File: config.mk
export PLATFORM = sky130hd
export DESIGN_NAME = dma_chan_ctrl
export DESIGN_NICKNAME = d
export VERILOG_FILES = /design/src/rtl/dcc_pkg.sv /design/src/rtl/dcc_flag_bank.sv /design/src/rtl/dcc_run_seq.sv /design/src/rtl/dma_chan_ctrl.sv
export SDC_FILE = /design/constraint.sdc
export NUM_CORES = 1
export LEC_CHECK = 0
export BUFFER_PORTS_ARGS = -buffer_cell sky130_fd_sc_hd__buf_2
export CORE_UTILIZATION = 32
export DETAILED_ROUTE_END_ITERATION = 8
export PLACE_DENSITY = 0.63
export SKIP_CTS_REPAIR_TIMING = 1
export SLEW_MARGIN = 15
export SYNTH_ARGS = -nofsm -noshare
export SYNTH_HDL_FRONTEND = slang
export SYNTH_HIERARCHICAL = 1
export SYNTH_SLANG_ARGS = --single-unit
File: constraint.sdc
create_clock -name clk -period 1.4 [get_ports clk]
set_input_delay 0.07 -clock clk [delete_from_list [all_inputs] [get_ports clk]]
set_output_delay 0.07 -clock clk [all_outputs]
set_load 0.005 [all_outputs]
File: src/rtl/dcc_pkg.sv
package dcc_pkg;
  localparam int unsigned WORD_W    = 9;
  // control word bit positions
  localparam int unsigned B_RUN     = 0;
  localparam int unsigned B_HALT    = 1;
  localparam int unsigned B_SRST    = 2;
  localparam int unsigned B_TFORCE  = 3;
  localparam int unsigned B_TCLEAR  = 4;
  localparam int unsigned B_SFORCE  = 5;
  localparam int unsigned B_SCLEAR  = 6;
  localparam int unsigned B_ECLEAR  = 7;
  localparam int unsigned B_TEN     = 8;
  // flag bank slots
  localparam int unsigned F_TRIG    = 0;
  localparam int unsigned F_SYNC    = 1;
  localparam int unsigned F_SERR    = 2;
  localparam int unsigned F_OVF     = 3;
  localparam int unsigned NFLAG     = 4;
endpackage

File: src/rtl/dcc_flag_bank.sv
module dcc_flag_bank #(
  parameter int unsigned N = 4
) (
  input  logic         clk,
  input  logic         rst_n,
  input  logic [N-1:0] set_i,
  input  logic [N-1:0] clr_i,
  output logic [N-1:0] q_o
);
  logic [N-1:0] q_nxt;

  for (genvar g = 0; g < N; g++) begin : g_flag
    // set dominates any clear source
    always_comb begin
      if (set_i[g])      q_nxt[g] = 1'b1;
      else if (clr_i[g]) q_nxt[g] = 1'b0;
      else               q_nxt[g] = q_o[g];
    end

    always_ff @(posedge clk or negedge rst_n) begin
      if (!rst_n) q_o[g] <= 1'b0;
      else        q_o[g] <= q_nxt[g];
    end

    AST_SET_WINS: assert property (@(posedge clk) disable iff (!rst_n)
      set_i[g] |=> q_o[g]);
    AST_CLR_TAKES: assert property (@(posedge clk) disable iff (!rst_n)
      (clr_i[g] && !set_i[g]) |=> !q_o[g]);
  end
endmodule

File: src/rtl/dcc_run_seq.sv
module dcc_run_seq (
  input  logic clk,
  input  logic rst_n,
  input  logic run_wr,
  input  logic halt_wr,
  input  logic srst_wr,
  input  logic busy,
  output logic run_sts,
  output logic cnt_clr
);
  logic halt_pend, srst_pend;
  logic halt_req, srst_req, srst_apply, halt_apply, run_ok;
  logic run_nxt, halt_pend_nxt, srst_pend_nxt, cnt_clr_nxt;

  always_comb begin
    halt_req      = halt_pend | halt_wr;
    srst_req      = srst_pend | srst_wr;
    srst_apply    = srst_req & ~busy;
    halt_apply    = halt_req & ~busy & ~srst_req;
    run_ok        = run_wr & ~halt_wr & ~srst_wr & ~srst_req;

    if (srst_apply || halt_apply) run_nxt = 1'b0;
    else if (run_ok)              run_nxt = 1'b1;
    else                          run_nxt = run_sts;

    if (srst_apply || halt_apply || run_ok) halt_pend_nxt = 1'b0;
    else                                    halt_pend_nxt = halt_req;

    srst_pend_nxt = srst_req & ~srst_apply;
    cnt_clr_nxt   = srst_apply;
  end

  always_ff @(posedge clk or negedge rst_n) begin
    if (!rst_n) begin
      run_sts   <= 1'b0;
      halt_pend <= 1'b0;
      srst_pend <= 1'b0;
      cnt_clr   <= 1'b0;
    end else begin
      run_sts   <= run_nxt;
      halt_pend <= halt_pend_nxt;
      srst_pend <= srst_pend_nxt;
      cnt_clr   <= cnt_clr_nxt;
    end
  end

  AST_BUSY_HOLDS_RUN: assert property (@(posedge clk) disable iff (!rst_n)
    (busy && run_sts) |=> run_sts);
  AST_STOP_ONLY_IDLE: assert property (@(posedge clk) disable iff (!rst_n)
    (run_sts && !run_nxt) |-> !busy);
  AST_CLR_WITH_STOP: assert property (@(posedge clk) disable iff (!rst_n)
    cnt_clr |-> !run_sts);
  AST_NO_RUN_IN_SRST: assert property (@(posedge clk) disable iff (!rst_n)
    (srst_pend && !run_sts) |=> !run_sts);
endmodule

File: src/rtl/dma_chan_ctrl.sv
module dma_chan_ctrl
  import dcc_pkg::*;
(
  input  logic              clk,
  input  logic              rst_n,
  input  logic              wr_en,
  input  logic [WORD_W-1:0] wr_data,
  input  logic              trig_in,
  input  logic              sync_in,
  input  logic              err_in,
  input  logic              ovf_in,
  input  logic              burst_go,
  input  logic              acc_busy,
  output logic              trig_flag,
  output logic              sync_flag,
  output logic              sync_err,
  output logic              ovf_flag,
  output logic              run_sts,
  output logic              burst_req,
  output logic              cnt_clr
);
  logic             trig_en, trig_en_nxt;
  logic [NFLAG-1:0] f_set, f_clr, f_q;
  logic             s_tforce, s_tclear, s_sforce, s_sclear, s_eclear;

  always_comb begin
    s_tforce = wr_en & wr_data[B_TFORCE];
    s_tclear = wr_en & wr_data[B_TCLEAR];
    s_sforce = wr_en & wr_data[B_SFORCE];
    s_sclear = wr_en & wr_data[B_SCLEAR];
    s_eclear = wr_en & wr_data[B_ECLEAR];

    f_set[F_TRIG] = trig_in | s_tforce;
    f_clr[F_TRIG] = s_tclear | burst_go;
    f_set[F_SYNC] = sync_in | s_sforce;
    f_clr[F_SYNC] = s_sclear | burst_go;
    f_set[F_SERR] = err_in | (sync_in & f_q[F_SYNC]);
    f_clr[F_SERR] = s_eclear;
    f_set[F_OVF]  = ovf_in | (trig_in & f_q[F_TRIG]);
    f_clr[F_OVF]  = s_eclear;

    trig_en_nxt = wr_en ? wr_data[B_TEN] : trig_en;
  end

  always_ff @(posedge clk or negedge rst_n) begin
    if (!rst_n) trig_en <= 1'b0;
    else        trig_en <= trig_en_nxt;
  end

  dcc_flag_bank #(.N(NFLAG)) u_flags (
    .clk   (clk),
    .rst_n (rst_n),
    .set_i (f_set),
    .clr_i (f_clr),
    .q_o   (f_q)
  );

  dcc_run_seq u_seq (
    .clk     (clk),
    .rst_n   (rst_n),
    .run_wr  (wr_en & wr_data[B_RUN]),
    .halt_wr (wr_en & wr_data[B_HALT]),
    .srst_wr (wr_en & wr_data[B_SRST]),
    .busy    (acc_busy),
    .run_sts (run_sts),
    .cnt_clr (cnt_clr)
  );

  assign trig_flag = f_q[F_TRIG];
  assign sync_flag = f_q[F_SYNC];
  assign sync_err  = f_q[F_SERR];
  assign ovf_flag  = f_q[F_OVF];
  assign burst_req = run_sts & trig_en & trig_flag;

  AST_DOUBLE_TRIG_OVF: assert property (@(posedge clk) disable iff (!rst_n)
    (trig_in && trig_flag) |=> ovf_flag);
  AST_DOUBLE_SYNC_ERR: assert property (@(posedge clk) disable iff (!rst_n)
    (sync_in && sync_flag) |=> sync_err);
  AST_BURST_DROPS_TRIG: assert property (@(posedge clk) disable iff (!rst_n)
    (burst_go && !trig_in && !s_tforce) |=> !trig_flag);
  AST_ECLR_FAULT_WINS: assert property (@(posedge clk) disable iff (!rst_n)
    (s_eclear && ovf_in) |=> ovf_flag);
  AST_REQ_NEEDS_RUN: assert property (@(posedge clk) disable iff (!rst_n)
    burst_req |-> (run_sts && trig_flag));
endmodule

==> results of run 1 <==
[worst max-delay path by stage]
stage	slack, ns	endpoint	start
floorplan	0.42	u_seq/run_sts$_DFFE_PN0P_	wr_en
global placement	0.34	u_seq/run_sts$_DFFE_PN0P_	wr_en
detailed placement	0.31	u_seq/run_sts$_DFFE_PN0P_	wr_en
CTS	0.35	burst_req	u_seq/run_sts$_DFFE_PN0P_
global route	0.32	burst_req	u_seq/run_sts$_DFFE_PN0P_
finish	0.36	burst_req	u_seq/run_sts$_DFFE_PN0P_
[through the flow]
stage	instance area, um2	hold WS [ns]
after global placement	564	-0.0688
after floorplan	438	-0.226
after detailed placement	564	-0.0705
after global routing	601	0.00786
final	601	0.00248
after CTS	591	-0.349
[sequential cells by signal, summed over array words and instances (netlist names)]
name / cells
u_seq/run_sts: 1
trig_en: 1
u_seq/cnt_clr: 1
u_seq/halt_pend: 1
u_seq/srst_pend: 1
u_flags/q_o: 4
[worst register-to-register path: stages, from the launching register on]
cell,delay (ns)
dfrtp_1,0.37
or3_1,0.32
a221oi_2,0.21
[layer usage]
metal	vias up	wire [um]
met5	-	0
met4	0	0
met3	0	81
met2	17	383
met1	173	366
li1	193	-
[final cells by class]
| class | instances | area (um2) | share of cell area (%) |
|---|---|---|---|
| timing repair buffer | 25 | 130 | 21.7 |
| multi-input combinational | 25 | 179 | 29.8 |
| clock buffer | 4 | 26.3 | 4.38 |
| tap | 14 | 17.5 | 2.92 |
| sequential | 9 | 225 | 37.5 |
| inverter | 6 | 22.5 | 3.75 |
[power groups by stage]
| stage | sequential [mW] | combinational, mW | clock, mW |
|---|---|---|---|
| 4_1_cts | 0.291 | 0.0982 | 0.205 |
| 2_1_floorplan | 0.295 | 0.0505 | 0 |
| 3_5_place_dp | 0.296 | 0.0980 | 0 |
| 6_report | 0.291 | 0.0988 | 0.194 |
| 5_1_grt | 0.294 | 0.112 | 0.221 |
| 3_3_place_gp | 0.295 | 0.0978 | 0 |
[Yosys cell counts]
cell      count  area [um2]
o21ai_0       1        5.00
a21o_1        6        45.0
a31oi_1       1        6.26
or3_1         1        6.26
and3_1        1        6.26
mux2_4        1        15.0
buf_6         1        11.3
a21o_2        4        35.0
and2_1        3        18.8
dfrtp_1       9         225
nor2_1        4        15.0
and2_2        1        7.51
nand2_1       1        3.75
inv_1         6        22.5
a221oi_2      1        15.0
[logic make-up (layout without fill, tap and decap cells)]
| family | after synthesis | count (layout) |
|---|---|---|
| AO/OA/AOI/OAI | 13 | 13 |
| buffers and inverters | 7 | 35 |
| AND/OR/NAND/NOR | 11 | 11 |
| flip-flops | 9 | 9 |
| multiplexers | 1 | 1 |
==> reports/results.txt, run 1 <==
worst ir drop on vdd: 0.000618 V
Port Buf Inserts: 24
WP buf/inv: 1
busiest grt layer: met2
Clk Latency, worst-skew pair: 0.25 ns
largest family of logic cells by synthesized area: compound AO/OA/AOI/OAI gates
combinational group share of total power: 16.9%
fraction of layout instances using a drive strength above 1: 49.3%
outcome: complete, no violations
clk slew on worst S/H paths: 0.06 ns
largest net degree at the start of global routing: 10
met1 GRT Util: 15.7%
final antenna-violating net count: 0
GR Layer Usage met2: 22.5%
WL/cell: 10.0 um
P_leak: 0.333 nW
FF+latch count, synth: 9
R2R Setup Slk: 0.41 ns
Worst Tran Pin Value: 0.218 ns
NetSw: 0.139 mW
Syn Std Cell Area: 438 um2
H-tree depth: 1
startpoint types: flip-flop
met3 global-route usage: 9.25%
total number of vias: 383
commonest non-fill, non-tap cell in the layout: buf_2
Sequential Power Share: 49.8%
Reg2Reg Depth: 2
full die area: 1520 um2
CORE AREA: 1190 um2
WHS Endpoint: u_seq/cnt_clr$_DFF_PN0_
Pre-Repair DR Iteration Count: 2
Tot GR Track Use: 14.5%
Simple-Gate Fraction of Synth Area: 13.1%
RSZ-0062 raised after global routing: false
post-synthesis compound-gate area fraction: 24.3%
num ports: 25
Clock Tree Buf Depth: 2
Required @ worst endpoint: 1.33 ns
Net Count, Synth: 59
Final min period: 1.04 ns
CP arrival: 0.97 ns
post-placement cell count: 78
via/cell ratio: 4.61
Max Fclk: 0.965 GHz
Worst R2R Start: u_seq/srst_pend$_DFF_PN0_
first-pass GRT wire length: 1.41 mm
Switching Share: 23.8%
Crit. path cell count: 2
Hold Startpoint: acc_busy
Internal Power: 0.445 mW
number of non-filler instances in the completed layout: 83
worst path cell trace: and3_1 > buf_2
Post-Synth Adder-Cell Area: 0%
worst slack at placement: 0.308 ns
HPWL after DPL: 697 um
synth-to-layout area growth: 37.1%
clock sinks: 9
Syn Inst Count: 41
sequential fraction of the synthesis area: 51.4%
commonest non-fill, non-tap cells in the layout: buf_2 (24), dfrtp_1 (9), a21o_1 (6), inv_1 (6)
root buf cell: clkbuf_4
Setup crit end kind: output pin
Mapped Avg Cell Area: 10.7 um2
nets: 88
Hold Path Stages: 2
cell row count: 12
setup violators final: 0
Initial Utilization: 36.9%
antenna violations before repair: 0
global placer's final weighted congestion: 0.786
Overflow after GRT: 0
CTS buffer count: 3
Tcrit/Tclk final: 74.1%
final wirelength: 831 um
YS warnings: 6
DRC: 0
setup TNS: 0 ns
CP delay by family, top: flip-flops
vias in the first global route: 358
drt initial violations: 6
HP Class: in2reg
CTS tree: yes
Clock Power Share: 33.3%
max cap viols: 0
die width: 39.0 um
critical path's slowest cell: dfrtp_1
fin worst setup slack: 0.363 ns
Antenna Diode Count: 0
Synth cell types: 15
critical path class: reg2out
final hold violation count: 0
final core occ: 50.6%
Power Total: 0.584 mW
CP Max Fanout: 4
Crit path largest cell delay: 0.41 ns
Clock Skew: 0.000521 ns
mux contribution to synthesized area: 3.43%
RR Endpoint: u_seq/run_sts$_DFFE_PN0P_
Slew Limit Fails: 0
die height: 39.0 um
Rel. slew slack: 85.4%
XOR/XNOR Fraction of Synth Area: 0%
Pwr per Cell Area: 973 nW/um2
Fill cells: 125
No activity file was read; power rests on OpenSTA's default activity.
==> inputs of run 2 (changes only) <==
- PLACE_DENSITY: 0.63 -> 0.66
- clock period: 1.4 -> 0.9 ns (I/O delays scaled with it)
==> run 2 against run 1 <==
Effect of this change: the flow now finishes with violations (hold timing, setup timing); count of clock-buffer cells in the layout unchanged; global-route usage down 1.6 points; setup slack worse by 0.46 ns; largest power group unchanged.
==> reports/results.txt, run 2 (synthesized netlist as in run 1, its figures left out) <==
first-pass GRT wire length: 1.28 mm
final wirelength: 860 um
largest net degree at the start of global routing: 10
global placer's final weighted congestion: 0.839
Hold Startpoint: acc_busy
Setup crit end kind: flip-flop
post-placement cell count: 79
die height: 39.0 um
full die area: 1520 um2
via/cell ratio: 4.42
final antenna-violating net count: 0
crit path launch: u_seq/srst_pend$_DFF_PN0_
RSZ-0062 raised after global routing: true
WL/cell: 10.0 um
commonest non-fill, non-tap cell in the layout: buf_2
root buf cell: clkbuf_4
Tot GR Track Use: 12.9%
H-tree depth: 1
CP Max Fanout: 2
Required @ worst endpoint: 1.06 ns
max reg flops: 4
CORE AREA: 1190 um2
DRC: 0
final hold slack: -0.0210 ns
largest reg by FF count: u_flags/q_o
outcome: finished with violations
synth-to-layout area growth: 43.1%
nets: 91
Final Instance Area: 627 um2
cell row count: 12
Pre-Repair DR Iteration Count: 4
P_leak: 0.349 nW
Port Buf Inserts: 24
Antenna Diode Count: 0
die width: 39.0 um
drt initial violations: 6
HP Class: in2reg
worst ir drop on vdd: 0.000851 V
antenna violations before repair: 0
CTS tree: yes
Clock Skew: 0.000216 ns
Power Total: 0.934 mW
clock sinks: 9
startpoint types: flip-flop
setup violators final: 4
Tcrit/Tclk final: 111%
num ports: 25
violated checks: hold timing, setup timing
total number of vias: 380
CTS buffer count: 3
CP arrival: 1.16 ns
Rel. slew slack: 86.4%
commonest non-fill, non-tap cells in the layout: buf_2 (24), dfrtp_1 (9), a21o_1 (6), inv_1 (6)
placed inst area: 572 um2
final hold violation count: 1
Max Fclk: 1.00 GHz
critical path class: reg2reg
Worst R2R Start: u_seq/srst_pend$_DFF_PN0_
Clk Latency, worst-skew pair: 0.25 ns
vias in the first global route: 335
Final min period: 0.996 ns
clk slew on worst S/H paths: 0.06 ns
fin worst setup slack: -0.0963 ns
Overflow after GRT: 0
Pwr per Cell Area: 1490 nW/um2
Slew Limit Fails: 0
fraction of layout instances using a drive strength above 1: 51.4%
number of non-filler instances in the completed layout: 86
Worst Tran Pin Value: 0.202 ns
max cap viols: 0
HPWL after DPL: 689 um
Fill cells: 117
Clock Tree Buf Depth: 2
Initial Utilization: 36.9%
==> run 2: cell count changes in the layout (fill, tap and decap cells not counted), sizes merged <==
cell and change:
buf +3
==> run 2: cell type report <==
type                    count  area, um2  area share (%)
well taps                  14       17.5            2.79
inverters                   6       22.5            3.59
clock buffers               4       26.3            4.19
multi-input cells          25        179            28.5
repair buffers             28        156            25.0
flip-flops and latches      9        225            35.9
==> run 2: final timing paths <==
| kind | to | slack (ns) | cells after the start |
|---|---|---|---|
| max | u_seq/run_sts$_DFFE_PN0P_ | -0.1 | 2 |
| min | u_seq/cnt_clr$_DFF_PN0_ | -0.02 | 2 |
| min in group asynchronous | u_seq/srst_pend$_DFF_PN0_ | 0.16 | 2 |
| max reg2reg | u_seq/run_sts$_DFFE_PN0P_ | -0.1 | 2 |
| min reg2reg | u_seq/run_sts$_DFFE_PN0P_ | 0.47 | 1 |
| max in group asynchronous | u_flags/q_o[3]$_DFFE_PN0P_ | 0.56 | 2 |
==> run 2: per-layer routing <==
metal | global-route usage, % | vias to the layer above | share of wire [%]
met5 | 0 | - | 0
met2 | 20.8 | 11 | 50
li1 | - | 198 | -
met3 | 1.73 | 2 | 4.9
met4 | 7.76 | 0 | 0.47
met1 | 16.0 | 169 | 45
==> run 2: power breakdown <==
part | total [mW] | internal (mW) | switching [mW]
Combinational | 0.175 | 0.103 | 0.0721
Clock | 0.311 | 0.171 | 0.140
Sequential | 0.448 | 0.434 | 0.0145
==> run 2: critical path, cell delays in order, from the launching register on <==
cell,delay [ns]
dfrtp_1,0.37
or3_1,0.32
a221oi_2,0.22
==> run 2: per-stage QoR <==
stage	worst slack (ns)	hold WS [ns]	utilization, %	TNS [ns]
2_1_floorplan	-0.0573	-0.251	-	-0.0573
3_3_place_gp	-0.0782	-0.0915	48.2	-0.0782
3_5_place_dp	-0.107	-0.0908	48.2	-0.107
4_1_cts	-0.102	-0.363	50.4	-0.197
5_1_grt	-0.161	-0.0147	52.8	-0.325
6_report	-0.0963	-0.0210	52.8	-0.184
==> inputs of run 3 (changes only) <==
- CORE_AREA: default -> 2 2 39 41
- CORE_UTILIZATION: 32 -> default
- DIE_AREA: default -> 0 0 41 43
- PLACE_DENSITY: 0.66 -> 0.67
==> run 3 against run 2 <==
Effect of this change: the run ends with setup timing left; setup slack improved by 0.0027 ns; combinational power about the same; sequential power increased by 1%; count of clock-buffer cells in the layout unchanged; power increased by 0.28%; critical path depth unchanged; via count increased by 6.1%.
==> reports/results.txt, run 3 (synthesized netlist as in run 1, its figures left out) <==
RR Endpoint: u_seq/run_sts$_DFFE_PN0P_
num ports: 25
drt initial violations: 1
Overflow after GRT: 0
post-placement cell count: 82
RSZ-0062 raised after global routing: true
startpoint types: flip-flop
Switching Share: 24.1%
Worst Tran Pin Value: 0.203 ns
commonest non-fill, non-tap cells in the layout: buf_2 (24), dfrtp_1 (9), a21o_1 (6), inv_1 (6)
Hold Path Stages: 2
setup TNS: -0.183 ns
synth-to-layout area growth: 46.3%
first-pass GRT wire length: 1.46 mm
Slew Limit Fails: 0
Sequential Power Share: 48.4%
worst slack at placement: -0.0936 ns
vias in the first global route: 366
root buf cell: clkbuf_4
Port Buf Inserts: 24
total number of vias: 403
met1 GRT Util: 16.4%
final hold violation count: 0
H-tree depth: 1
CTS tree: yes
violated checks: setup timing
Pwr per Cell Area: 1460 nW/um2
critical path class: reg2reg
full die area: 1760 um2
clk slew on worst S/H paths: 0.06 ns
Setup crit end kind: flip-flop
Clock Skew: 0.00786 ns
global placer's final weighted congestion: 0.670
commonest non-fill, non-tap cell in the layout: buf_2
worst ir drop on vdd: 0.000850 V
P_leak: 0.353 nW
Required @ worst endpoint: 1.07 ns
met3 global-route usage: 7.85%
Clock Tree Buf Depth: 2
Clk Latency, worst-skew pair: 0.26 ns
GR Layer Usage met2: 17.5%
Tcrit/Tclk final: 110%
busiest grt layer: met2
nets: 92
fin worst setup slack: -0.0936 ns
Max Fclk: 1.01 GHz
CP Max Fanout: 2
max reg flops: 4
final antenna-violating net count: 0
Crit path largest cell delay: 0.37 ns
HP Class: in2reg
Rel. slew slack: 86.5%
cell row count: 14
antenna violations before repair: 0
CTS buffer count: 3
CP arrival: 1.16 ns
final core occ: 46.3%
clock sinks: 9
Initial Utilization: 31.6%
Internal Power: 0.710 mW
final wirelength: 973 um
setup violators final: 2
WL/cell: 10.9 um
CORE AREA: 1380 um2
number of non-filler instances in the completed layout: 89
max cap viols: 0
Pre-Repair DR Iteration Count: 2
R2R Setup Slk: -0.09 ns
NetSw: 0.226 mW
die width: 41 um
Power Total: 0.936 mW
WHS Endpoint: trig_en$_DFFE_PN0P_
HPWL after DPL: 777 um
Final min period: 0.994 ns
fraction of layout instances using a drive strength above 1: 52.1%
DRC: 0
Hold Startpoint: wr_data[8]
largest net degree at the start of global routing: 10
outcome: finished with violations
Tot GR Track Use: 12.5%
worst path cell trace: or3_4 > a221oi_2
Reg2Reg Depth: 2
Clock Power Share: 32.7%
critical path's slowest cell: dfrtp_1
largest reg by FF count: u_flags/q_o
Antenna Diode Count: 0
Worst R2R Start: u_seq/srst_pend$_DFF_PN0_
die height: 43 um
combinational group share of total power: 18.9%
via/cell ratio: 4.53
run 3: cell types whose count changed in the layout (fill, tap and decap cells not counted):
cell	delta
buf_4	+1
buf_6	-1
dlygate4sd3_1	+1
or3_1	-1
or3_4	+1
run 3: critical path, delay by kind of cell (launching register included):
kind | cells | cell delay, ns
flip-flops | 1 | 0.37
AND/OR/NAND/NOR | 1 | 0.33
AO/OA/AOI/OAI | 1 | 0.21
run 3: layer usage:
| layer | up-vias | part of all wire, % |
|---|---|---|
| li1 | 199 | - |
| met1 | 184 | 43 |
| met5 | - | 0 |
| met2 | 20 | 47 |
| met4 | 0 | 0 |
| met3 | 0 | 9.9 |
run 3: how the worst max path moves through the flow:
stage | to | cells past startpoint | start | slack [ns]
after detailed placement | u_seq/run_sts$_DFFE_PN0P_ | 4 | wr_en | -0.09
final | u_seq/run_sts$_DFFE_PN0P_ | 2 | u_seq/srst_pend$_DFF_PN0_ | -0.09
after global placement | u_seq/run_sts$_DFFE_PN0P_ | 4 | wr_en | -0.07
after floorplan | u_seq/run_sts$_DFFE_PN0P_ | 4 | wr_en | -0.06
after CTS | burst_req | 2 | u_seq/run_sts$_DFFE_PN0P_ | -0.12
after global routing | u_seq/run_sts$_DFFE_PN0P_ | 2 | u_seq/srst_pend$_DFF_PN0_ | -0.15
run 3: area by class of cell:
cell class | instances | area (um2)
Multi-Input combinational cell | 25 | 184
Tap cell | 16 | 20.0
Timing Repair Buffer | 29 | 163
Inverter | 6 | 22.5
Fill cell | 144 | 743
Sequential cell | 9 | 225
Clock buffer | 4 | 26.3
run 3: power by group through the flow:
| stage | clock network [mW] | logic (mW) | registers [mW] |
|---|---|---|---|
| after floorplan | 0 | 0.0786 | 0.459 |
| after global placement | 0 | 0.158 | 0.460 |
| after detailed placement | 0 | 0.161 | 0.460 |
| after CTS | 0.321 | 0.161 | 0.453 |
| after global routing | 0.341 | 0.199 | 0.456 |
| final | 0.306 | 0.177 | 0.453 |
run 3: through the flow:
stage	hold slack, ns	instance area, um2
final	0.0169	641
after CTS	-0.374	608
after global placement	-0.0918	582
after floorplan	-0.251	438
after global routing	0.0114	641
after detailed placement	-0.0896	582
